$ cat src/rtl/ssp_pkg.sv
package ssp_pkg;
    localparam int TX_W    = 8;
    localparam int RX_W    = 16;
    localparam int RATE_W  = 2;
    localparam int HALF_W  = 6;
    localparam int MIN_HALF = 2;

    typedef enum logic {
        ST_IDLE = 1'b0,
        ST_RUN  = 1'b1
    } ssp_state_e;

    typedef struct packed {
        logic sclk;
        logic sync;
        logic mosi;
    } ssp_pins_t;

    function automatic logic [HALF_W-1:0] half_of(input logic [RATE_W-1:0] code);
        return HALF_W'(MIN_HALF) << code;
    endfunction
endpackage

$ cat src/rtl/ssp_smpclk.sv
module ssp_smpclk #(
    parameter int HW = ssp_pkg::HALF_W
) (
    input  logic          clk,
    input  logic          rst,
    input  logic          en,
    input  logic [HW-1:0] quarter,
    output logic          smp
);
    logic [HW-1:0] cnt;

    always_ff @(posedge clk) begin
        if (rst || !en) begin
            cnt <= '0;
            smp <= 1'b0;
        end else if (cnt >= quarter - 1'b1) begin
            cnt <= '0;
            smp <= ~smp;
        end else begin
            cnt <= cnt + 1'b1;
        end
    end
endmodule

$ cat src/rtl/ssp_frame.sv
module ssp_frame
    import ssp_pkg::*;
#(
    parameter int TW = TX_W,
    parameter int RW = RX_W,
    parameter int HW = HALF_W
) (
    input  logic          clk,
    input  logic          rst,
    input  logic          start,
    input  logic [HW-1:0] half,
    input  logic [TW-1:0] tx_data,
    input  logic          miso,
    input  logic          rx_rd,
    output logic          busy,
    output ssp_pins_t     pins,
    output logic [RW-1:0] rx_word,
    output logic          irq
);
    localparam int IDX_W = $clog2(RW + 1);
    localparam logic [IDX_W-1:0] LAST_IDX = IDX_W'(RW);
    localparam logic [IDX_W-1:0] TX_LAST  = IDX_W'(TW);

    ssp_state_e     state;
    logic [HW-1:0]  half_q;
    logic [HW-1:0]  hcnt;
    logic           phase;
    logic [IDX_W-1:0] idx;
    logic [TW-1:0]  txsh;
    logic [RW-1:0]  rxsh;

    always_ff @(posedge clk) begin
        if (rst) begin
            state   <= ST_IDLE;
            half_q  <= '0;
            hcnt    <= '0;
            phase   <= 1'b0;
            idx     <= '0;
            txsh    <= '0;
            rxsh    <= '0;
            rx_word <= '0;
            irq     <= 1'b0;
        end else if (state == ST_IDLE) begin
            if (start) begin
                state  <= ST_RUN;
                half_q <= half;
                hcnt   <= '0;
                phase  <= 1'b0;
                idx    <= '0;
                txsh   <= tx_data;
                irq    <= 1'b0;
            end else if (rx_rd) begin
                irq <= 1'b0;
            end
        end else begin
            if (rx_rd) irq <= 1'b0;
            if (hcnt == half_q - 1'b1) begin
                hcnt <= '0;
                if (!phase) begin
                    phase <= 1'b1;
                    if (idx != '0) rxsh <= {rxsh[RW-2:0], miso};
                end else begin
                    phase <= 1'b0;
                    if (idx != '0) txsh <= {txsh[TW-2:0], 1'b0};
                    if (idx == LAST_IDX) begin
                        state   <= ST_IDLE;
                        rx_word <= rxsh;
                        irq     <= 1'b1;
                    end else begin
                        idx <= idx + 1'b1;
                    end
                end
            end else begin
                hcnt <= hcnt + 1'b1;
            end
        end
    end

    always_comb begin
        busy      = (state == ST_RUN);
        pins.sclk = busy && phase;
        pins.sync = busy && (idx == '0);
        pins.mosi = busy && (idx != '0) && (idx <= TX_LAST) && txsh[TW-1];
    end
endmodule

$ cat src/rtl/ssp_master.sv
module ssp_master
    import ssp_pkg::*;
#(
    parameter int TW = TX_W,
    parameter int RW = RX_W,
    parameter int RSW = RATE_W,
    parameter int HW = HALF_W
) (
    input  logic           clk,
    input  logic           rst,
    input  logic           tx_wr,
    input  logic [TW-1:0]  tx_data,
    input  logic [RSW-1:0] rate_sel,
    input  logic           smp_en,
    input  logic           rx_rd,
    input  logic           miso,
    output logic           busy,
    output logic           done_irq,
    output logic [RW-1:0]  rx_data,
    output logic           sclk,
    output logic           sync,
    output logic           mosi,
    output logic           smp_clk
);
    logic [HW-1:0] half;
    logic          start;
    ssp_pins_t     pins;

    assign half  = HW'(MIN_HALF) << rate_sel;
    assign start = tx_wr && !busy;

    ssp_frame #(.TW(TW), .RW(RW), .HW(HW)) u_frame (
        .clk     (clk),
        .rst     (rst),
        .start   (start),
        .half    (half),
        .tx_data (tx_data),
        .miso    (miso),
        .rx_rd   (rx_rd),
        .busy    (busy),
        .pins    (pins),
        .rx_word (rx_data),
        .irq     (done_irq)
    );

    ssp_smpclk #(.HW(HW)) u_smp (
        .clk     (clk),
        .rst     (rst),
        .en      (smp_en),
        .quarter (half >> 1),
        .smp     (smp_clk)
    );

    assign sclk = pins.sclk;
    assign sync = pins.sync;
    assign mosi = pins.mosi;
endmodule

$ cat config.mk
export PLATFORM = sky130hd
export DESIGN_NAME = ssp_master
export DESIGN_NICKNAME = d
export VERILOG_FILES = /design/src/rtl/ssp_pkg.sv /design/src/rtl/ssp_smpclk.sv /design/src/rtl/ssp_frame.sv /design/src/rtl/ssp_master.sv
export SDC_FILE = /design/constraint.sdc
export NUM_CORES = 1
export LEC_CHECK = 0
export BUFFER_PORTS_ARGS = -buffer_cell sky130_fd_sc_hd__buf_4
export CORE_MARGIN = 10
export CORE_UTILIZATION = 34
export CTS_CLUSTER_SIZE = 10
export DETAILED_ROUTE_END_ITERATION = 12
export PLACE_DENSITY_LB_ADDON = 0.12
export SYNTH_ARGS = -nofsm -noshare
export SYNTH_HDL_FRONTEND = slang
export SYNTH_HIERARCHICAL = 1
export SYNTH_SLANG_ARGS = --single-unit
$ cat constraint.sdc
create_clock -name clk -period 2.65 [get_ports clk]
set_input_delay 0.53 -clock clk [delete_from_list [all_inputs] [get_ports clk]]
set_output_delay 0.53 -clock clk [all_outputs]
set_load 0.05 [all_outputs]
==> Word-level counts from Yosys, hierarchy flattened <==
Index checks and enable logic that the tools add are counted.
{ "totals": {"regBits": 67, "in_bits": 16, "output_inout_bits": 22, "elab_cells": 75} }
{ "op_classes": {"addsub": 5, "order_cmp": 2, "n_eq_ne": 6, "shift": 1, "mux": 28, "bitwise": 3, "reduce_logical": 19} }
{ "ops": {"columns": ["cell", "n"], "rows": [
  ["$mux W8", 5],
  ["$mux W5", 5],
  ["$mux W6", 3],
  ["$reduce_and A4 Y1", 4],
  ["$mux W1", 15],
  ["$add A6 B1 Y6 const B", 2],
  ["$ne A2 B2 Y1 const B", 4],
  ["$eq A6 B6 Y1", 1],
  ["$ge A6 B6 Y1", 1],
  ["$logic_and A1 B1 Y1", 6],
  ["$shl A2 B2 Y6 const A", 1],
  ["$sub A5 B1 Y6 const B", 1],
  ["$sub A6 B1 Y6 const B", 1],
  ["$add A5 B1 Y5 const B", 1],
  ["$eq A5 B5 Y1 const B", 1],
  ["$le A5 B4 Y1 const B", 1],
  ["$logic_not A5 Y1", 1],
  ["$reduce_bool A5 Y1", 1],
  ["$reduce_and A2 Y1", 2],
  ["$not A1 Y1", 3],
  ["$logic_not A1 Y1", 2],
  ["$reduce_bool A2 Y1", 1],
  ["$reduce_or A2 Y1", 1],
  ["$logic_or A1 B1 Y1", 1]
]} }

==> Longest topological paths before layout <==
Gate-level depths: netlist (run 1).
{ "depth": {"depth_word": 5, "ltp_mapped": 10, "mapped_depth_nobuf": 9} }

==> By module <==
The synthesis (run 1) kept the hierarchy.
{ "modules_own_cells": {"columns": ["mod", "instances", "cells_each", "area_per_inst_um2", "seq_area_each_um2"], "rows": [
  ["ssp_frame", 1, 304, 2866.5, 1201.2],
  ["ssp_smpclk", 1, 53, 539.3, 140.1],
  ["ssp_master", 1, 6, 36.3, 0.0]
]} }

==> Worst setup path before layout (run 1) <==
OpenSTA, ideal clock, no wires.
{ "synth_path": {"path_type": "flip-flop to output port", "startpoint": "reg u_frame.state (netlist: u_frame/busy)", "endpoint": "out mosi", "t_arrival_ns": 3.100, "required_time_ns": 2.120, "setup_slack_ns": -0.980, "stages_incl_launch_ff": 5, "n_path_buf": 2, "cell_sequence": "dfxtp_1 -> buf_1 -> buf_1 -> nand2_1 -> nor4b_1"} }
{ "synth_between": {"elab_chain_len": 3} }
{ "synth_lines": {"columns": ["item", "line_no", "rtl"], "rows": [
  ["start: declaration", "ssp_frame.sv:24", "ssp_state_e state;"],
  ["start signal: assignment", "ssp_frame.sv:34", "state <= ST_IDLE;"],
  ["start signal: assignment", "ssp_frame.sv:45", "state <= ST_RUN;"],
  ["start signal: assignment", "ssp_frame.sv:66", "state <= ST_IDLE;"],
  ["$logic_and A1 B1 Y1 (3 in series)", "ssp_frame.sv:83", "pins.mosi = busy && (idx != '0) && (idx <= TX_LAST) && txsh[TW-1];"],
  ["end: declaration", "ssp_master.sv:22", "output logic mosi,"]
]} }
No other way between the ends.

==> Worst setup path after layout (run 1) <==
{ "layout_path": {"startpoint": "reg u_frame.half_q[0]", "endpoint": "reg u_frame.rx_word[2]"} }
{ "layout_between": {"elab_chain_len": 3} }
{ "layout_lines": {"columns": ["item", "line_no", "rtl"], "rows": [
  ["start: declaration", "ssp_frame.sv:25", "logic [HW-1:0] half_q;"],
  ["start signal: assignment", "ssp_frame.sv:46", "half_q <= half;"],
  ["$sub A6 B1 Y6", "ssp_frame.sv:57", "if (hcnt == half_q - 1'b1) begin"],
  ["$eq A6 B6 Y1", "ssp_frame.sv:57", null],
  ["$reduce_and A4 Y1 (no line)", null, null],
  ["end signal: assignment", "ssp_frame.sv:67", "rx_word <= rxsh;"],
  ["end: declaration", "ssp_frame.sv:17", "output logic [RW-1:0] rx_word,"]
]} }
No other way between the ends.
A chain may end at the register's enable or synchronous reset.

==> flow_metrics.tcl, run 1 <==
set metrics [dict create \
    postCtsHoldBufs 0 \
    syn_area_um2 3442 \
    crit_path_cell_trace "inv_1 -> ha_1 -> nor2b_1 -> or3_1 -> a31o_2 -> or3_1 -> buf_4 -> mux2i_1" \
    maxCapViolations 0 \
    dpl_cell_area_um2 3905 \
    outcome "finished clean" \
    fmax_ghz 0.4060 \
    finalCritPeriodShare_pct 92.94 \
    overflow 0 \
    grt_use_total_pct 10.80 \
    ios 38 \
    p_int_mw 1.479 \
    finalPower_mw 2.061 \
    r2r_start "u_frame/half_q[0]$_SDFFE_PP0P_" \
    ant_nets 0 \
    period_needed_ns 2.463 \
    vias_per_cell 4.912 \
    route.detailed.drc 0 \
    numCtsBuffers 9 \
    cts_tree "built" \
    seqPwrFrac_pct 50.9 \
    drtIter0Drc 146 \
    io_buffers 37 \
    path_class "reg -> reg" \
    combPwrFrac_pct 12.2 \
    vdd_drop_max_v 0.0002879 \
    cts.sinks 67 \
    hpwl_um 5279 \
    wl_per_cell_um 13.96 \
    powerDensity_nw_per_um2 505.1 \
    grt_pass1_wl_um 13080 \
    grt_pass1_vias 2758 \
    synth-seq-cells 67 \
    synth_edf_count 0 \
    cts_buffer_depth 2 \
    ys.warnings.count 6 \
    gp_congestion 0.8188 \
    area_growth_syn_to_layout_pct 18.57 \
    start_util_pct 35.05 \
    ys.flop_type "dfxtp_1" \
    worst_path_max_delay_cell "dfxtp_1" \
    maxSlewHeadroom_pct 60.24 \
    avgSynthCellArea_um2 9.482 \
    n_antenna_cell 0 \
    setup_viol 0 \
    die_w_um 120.6 \
    yosys.cell_types.count 62 \
    cp.required_ns 2.87 \
    crit_fanout 17 \
    instances_no_fill 543 \
    nets 433 \
    insertion_delay_ns 0.34 \
    crit_start "u_frame/half_q[0]$_SDFFE_PP0P_" \
    tns_ns 0 \
    clkPwrFrac_pct 36.9 \
    leakagePower_nw 1.635 \
    synth_top_cell_by_area "dfxtp_1" \
    slowest_delay_ns 0.42 \
    drt-total-wl_um 7579 \
    htree_levels 3 \
    ys_top_cells_by_area "dfxtp_1, mux2i_1, nand2b_1" \
    die_area_um2 14550 \
    final_cell_mix "dfxtp_1, buf_4, mux2i_1" \
    async_reset_ff_share_pct 0 \
    finalMaxSlewViolations 0 \
    p_sw_share_pct 28.24 \
    ys_seq_area_share_pct 38.97 \
    final_area_um2 4081 \
    fin_worst_skew_ns 0.01241 \
    power_switching_mw 0.5822 \
    hp-class "in -> reg" \
    tightest_slew_ns 0.5965 \
    path_common_cell "or3_1" \
    setup_ws_ns 0.1870 \
    rsz0062_at_grt "no" \
    dieHeight_um 120.6 \
    preCtsSetupSlack_ns 0.2011 \
    drt_pass1_iterations 4 \
    antenna_found_initial 0 \
    synthCells 363 \
    post-cts-setup-buffer-count 0 \
    final_common_cell "dfxtp_1" \
    start_kind "flop" \
    rows 36 \
    hold_viol 0 \
    fill_cells 1020 \
    post-place-cells 527 \
    drive_gt1_share_pct 20.98 \
    netlist.area_leader.share_pct 38.97 \
    post_cts_resized 0 \
    min_from "tx_data[0]" \
    path_clk_slew_ns 0.08 \
    vias 2667 \
    arrival_ns 2.68 \
    root_buffer "clkbuf_8" \
    grt_max_degree 68 \
    endpoint_kind "flop" \
    core_area_um2 9819 \
]
state kept, by name (all words and copies together) (netlist names):
register and count:
u_frame/txsh 8, u_frame/half_q 6, u_smp/smp 1, u_frame/phase 1, u_frame/rx_word 16, u_frame/hcnt 6, u_frame/rxsh 16, u_frame/busy 1
u_smp/cnt 6, u_frame/idx 5, u_frame/irq 1
area by class of cell:
cell class | instances | area, µm² | area share [%]
Multi-Input combinational cell | 271 | 2001 | 49.02
Sequential cell | 67 | 1343 | 32.89
Timing Repair Buffer | 46 | 357.8 | 8.768
Tap cell | 133 | 166.4 | 4.077
Clock buffer | 9 | 123.9 | 3.035
Clock inverter | 7 | 52.55 | 1.288
Inverter | 10 | 37.54 | 0.9197
critical path: cells and delay by family, from the launching register on:
| family | cells | cell delay [ns] |
|---|---|---|
| fa+ha+maj | 1 | 0.23 |
| buf+inv | 2 | 0.31 |
| simple gates | 3 | 0.91 |
| flops | 1 | 0.42 |
| mux | 1 | 0.15 |
| compound gates | 1 | 0.33 |
cell usage after synthesis, drive strengths merged, types with 3 or more instances:
cell type	count
o211ai	3
o221ai	3
buf	9
nand4	6
xnor2	9
nand3	6
nor2	21
a211oi	14
ha	12
nand2	27
xor2	5
o311ai	3
and2	7
nor2b	7
o21ai	5
clkbuf	10
dfxtp	67
or3	3
nor3b	4
nand2b	38
mux2i	40
nor3	6
inv	10
a31oi	3
o2111ai	3
a21oi	18
final timing paths:
| check | endpoint | slack (ns) | cells past startpoint |
|---|---|---|---|
| max | u_frame/rx_word[2]$_SDFFE_PP0P_ | 0.19 | 8 |
| max reg2reg | u_frame/rx_word[2]$_SDFFE_PP0P_ | 0.19 | 8 |
| min | u_frame/txsh[0]$_SDFFE_PP0P_ | 0.45 | 3 |
| min reg2reg | u_frame/half_q[5]$_SDFFE_PP0P_ | 0.48 | 2 |
per-stage QoR:
step	util, %	hold WS [ns]
6_report	41.56	0.4547
5_1_grt	41.56	0.4528
4_1_cts	41.56	0.4308
3_5_place_dp	39.77	0.4654
3_3_place_gp	39.77	0.4608
2_1_floorplan	-	0.4398
layer usage:
metal | wire (µm) | track usage [%] | part of all wire, %
met2 | 3579 | 17.34 | 47
met1 | 3596 | 13.08 | 47
met4 | 108 | 4.223 | 1.4
met3 | 295 | 3.537 | 3.9
met5 | 0 | 0 | 0
logic make-up after synthesis:
logic type	after synthesis	synth area share [%]
AND/OR/NAND/NOR	138	23.85
flip-flops	67	38.97
AO/OA/AOI/OAI	60	13.09
multiplexers	42	12.29
buffers and inverters	29	3.781
XOR/XNOR	14	3.562
adder cells (fa/ha/maj)	12	4.362
other	1	0.1089
power groups by stage:
| stage | clock (mW) | sequential (mW) | combinational [mW] |
|---|---|---|---|
| floorplan | 0 | 1.07 | 0.185 |
| global placement | 0 | 1.07 | 0.251 |
| detailed placement | 0 | 1.07 | 0.253 |
| CTS | 0.802 | 1.05 | 0.254 |
| global route | 0.839 | 1.05 | 0.279 |
| finish | 0.761 | 1.05 | 0.252 |
Note: power is estimated with default switching activity, not from simulation.
==> inputs of run 2 (changes only) <==
clock period = 2.8 ns   (was 2.65 ns; I/O delays follow)
==> flow_metrics.tcl, run 2 (synthesized netlist as in run 1, its figures left out) <==
set metrics [dict create \
    outcome "finished clean" \
    drtIter0Drc 113 \
    area_growth_syn_to_layout_pct 18.79 \
    fill_cells 1024 \
    reg_top3 "u_frame/rx_word (16), u_frame/rxsh (16), u_frame/txsh (8)" \
    vias 2629 \
    hpwl_um 5112 \
    grt_pass1_wl_um 12680 \
    arrival_ns 2.71 \
    maxCapViolations 0 \
    ant_nets 0 \
    setup_viol 0 \
    path_clk_slew_ns 0.07 \
    period_needed_ns 2.492 \
    tns_ns 0 \
    combPwrFrac_pct 11.8 \
    io_buffers 37 \
    clkPwrFrac_pct 39.3 \
    slowest_delay_ns 0.40 \
    die_w_um 120.6 \
    maxSlewHeadroom_pct 59.10 \
    fmax_ghz 0.4013 \
    root_buffer "clkbuf_8" \
    final_util_pct 41.64 \
    grt_pass1_vias 2668 \
    vdd_drop_max_v 0.0002332 \
    overflow 0 \
    hold_viol 0 \
    drive_gt1_share_pct 20.54 \
    drt_pass1_iterations 4 \
    insertion_delay_ns 0.34 \
    preCtsSetupSlack_ns 0.2999 \
    numCtsBuffers 9 \
    tightest_slew_ns 0.6117 \
    post-cts-setup-buffer-count 0 \
    die_area_um2 14550 \
    worst_path_max_delay_cell "dfxtp_1" \
    final_cell_mix "dfxtp_1, buf_4, mux2i_1" \
    leakagePower_nw 1.636 \
    core_area_um2 9819 \
    drt-total-wl_um 7451 \
    p_int_mw 1.479 \
    antenna_found_initial 0 \
    finalMaxSlewViolations 0 \
    path_class "reg -> reg" \
    cts_tree "built" \
    rows 36 \
    setup_ws_ns 0.3083 \
    cts.sinks 67 \
    htree_levels 3 \
    postCtsHoldBufs 0 \
    powerDensity_nw_per_um2 494.9 \
    p_sw_share_pct 26.90 \
    post_cts_resized 0 \
    rsz0062_at_grt "no" \
    endpoint_kind "flop" \
    grt_max_degree 68 \
    cp.required_ns 3.02 \
    hp-class "reg -> reg" \
    start_kind "flop" \
    dieHeight_um 120.6 \
    wl_per_cell_um 13.75 \
    final_common_cell "dfxtp_1" \
    route.detailed.drc 0 \
    power_switching_mw 0.5444 \
    n_antenna_cell 0 \
    finalCritPeriodShare_pct 88.99 \
    fin_worst_skew_ns 0.005987 \
    nets 432 \
    crit_fanout 17 \
    start_util_pct 35.05 \
    grt_use_total_pct 10.53 \
    ios 38 \
    cts_buffer_depth 2 \
    gp_congestion 0.7748 \
    vias_per_cell 4.851 \
    seqPwrFrac_pct 48.9 \
    crit_path_cell_trace "inv_1 -> ha_1 -> nor2b_1 -> or3_1 -> a31o_2 -> or3_1 -> buf_4 -> mux2i_1" \
    path_common_cell "or3_1" \
    fin_hold_ws_ns 0.4721 \
]
-- run 2: cell types whose count changed in the layout (fill, tap and decap cells not counted), sizes merged --
cell,previous run,this run
inv,12,10
buf,46,45
clkinvlp,1,2
bufinv,0,1
-- run 2: per-layer routing --
metal  track usage [%]  share of wire [%]  wire, µm  up-vias
li1                  -                  -         -     1357
met1             12.95                 48      3597     1237
met2             17.13                 48      3569       30
met3             2.792                2.8       206        5
met4             4.148                1.0        78        0
met5                 0                  0         0        -
-- run 2: area by class of cell --
cell class / count / area (µm²) / share of cell area (%)
flip-flops and latches: 67 / 1341 / 32.80
well taps: 133 / 166.4 / 4.070
clock buffers: 9 / 123.9 / 3.029
inverters: 10 / 37.54 / 0.9180
clock inverters: 7 / 68.82 / 1.683
repair buffers: 45 / 350.3 / 8.568
multi-input cells: 271 / 2001 / 48.93
-- run 2: power groups by stage --
stage                     logic, mW  registers, mW  clock network (mW)
final                         0.240          0.989               0.795
after global routing          0.267          0.992               0.866
after CTS                     0.243          0.989               0.824
after detailed placement      0.242           1.01                   0
after global placement        0.240           1.01                   0
after floorplan               0.175           1.01                   0
-- run 2: worst max-delay path, delay by kind of cell, from the launching register on --
family                     cells  cell delay [ns]
and+or+nand+nor                3             0.91
DFF                            1             0.40
AOI/OAI and AO/OA              1             0.37
buffers and inverters          2             0.30
adders and majority gates      1             0.23
muxes                          1             0.16
-- run 2: metrics by stage --
stage / std cells / power, mW / instance area (µm²)
floorplan: 367 / 1.185 / 3472
detailed placement: 526 / 1.253 / 3896
global placement: 526 / 1.251 / 3896
CTS: 542 / 2.056 / 4089
finish: 542 / 2.024 / 4089
global route: 542 / 2.126 / 4089
-- run 2: worst paths after layout --
path	start	cells after the start	to	slack, ns
setup / recovery	u_frame/half_q[0]$_SDFFE_PP0P_	8	u_frame/rx_word[2]$_SDFFE_PP0P_	0.31
hold / removal	u_frame/half_q[5]$_SDFFE_PP0P_	2	u_frame/half_q[5]$_SDFFE_PP0P_	0.47
setup reg to reg	u_frame/half_q[0]$_SDFFE_PP0P_	8	u_frame/rx_word[2]$_SDFFE_PP0P_	0.31
hold reg to reg	u_frame/half_q[5]$_SDFFE_PP0P_	2	u_frame/half_q[5]$_SDFFE_PP0P_	0.47
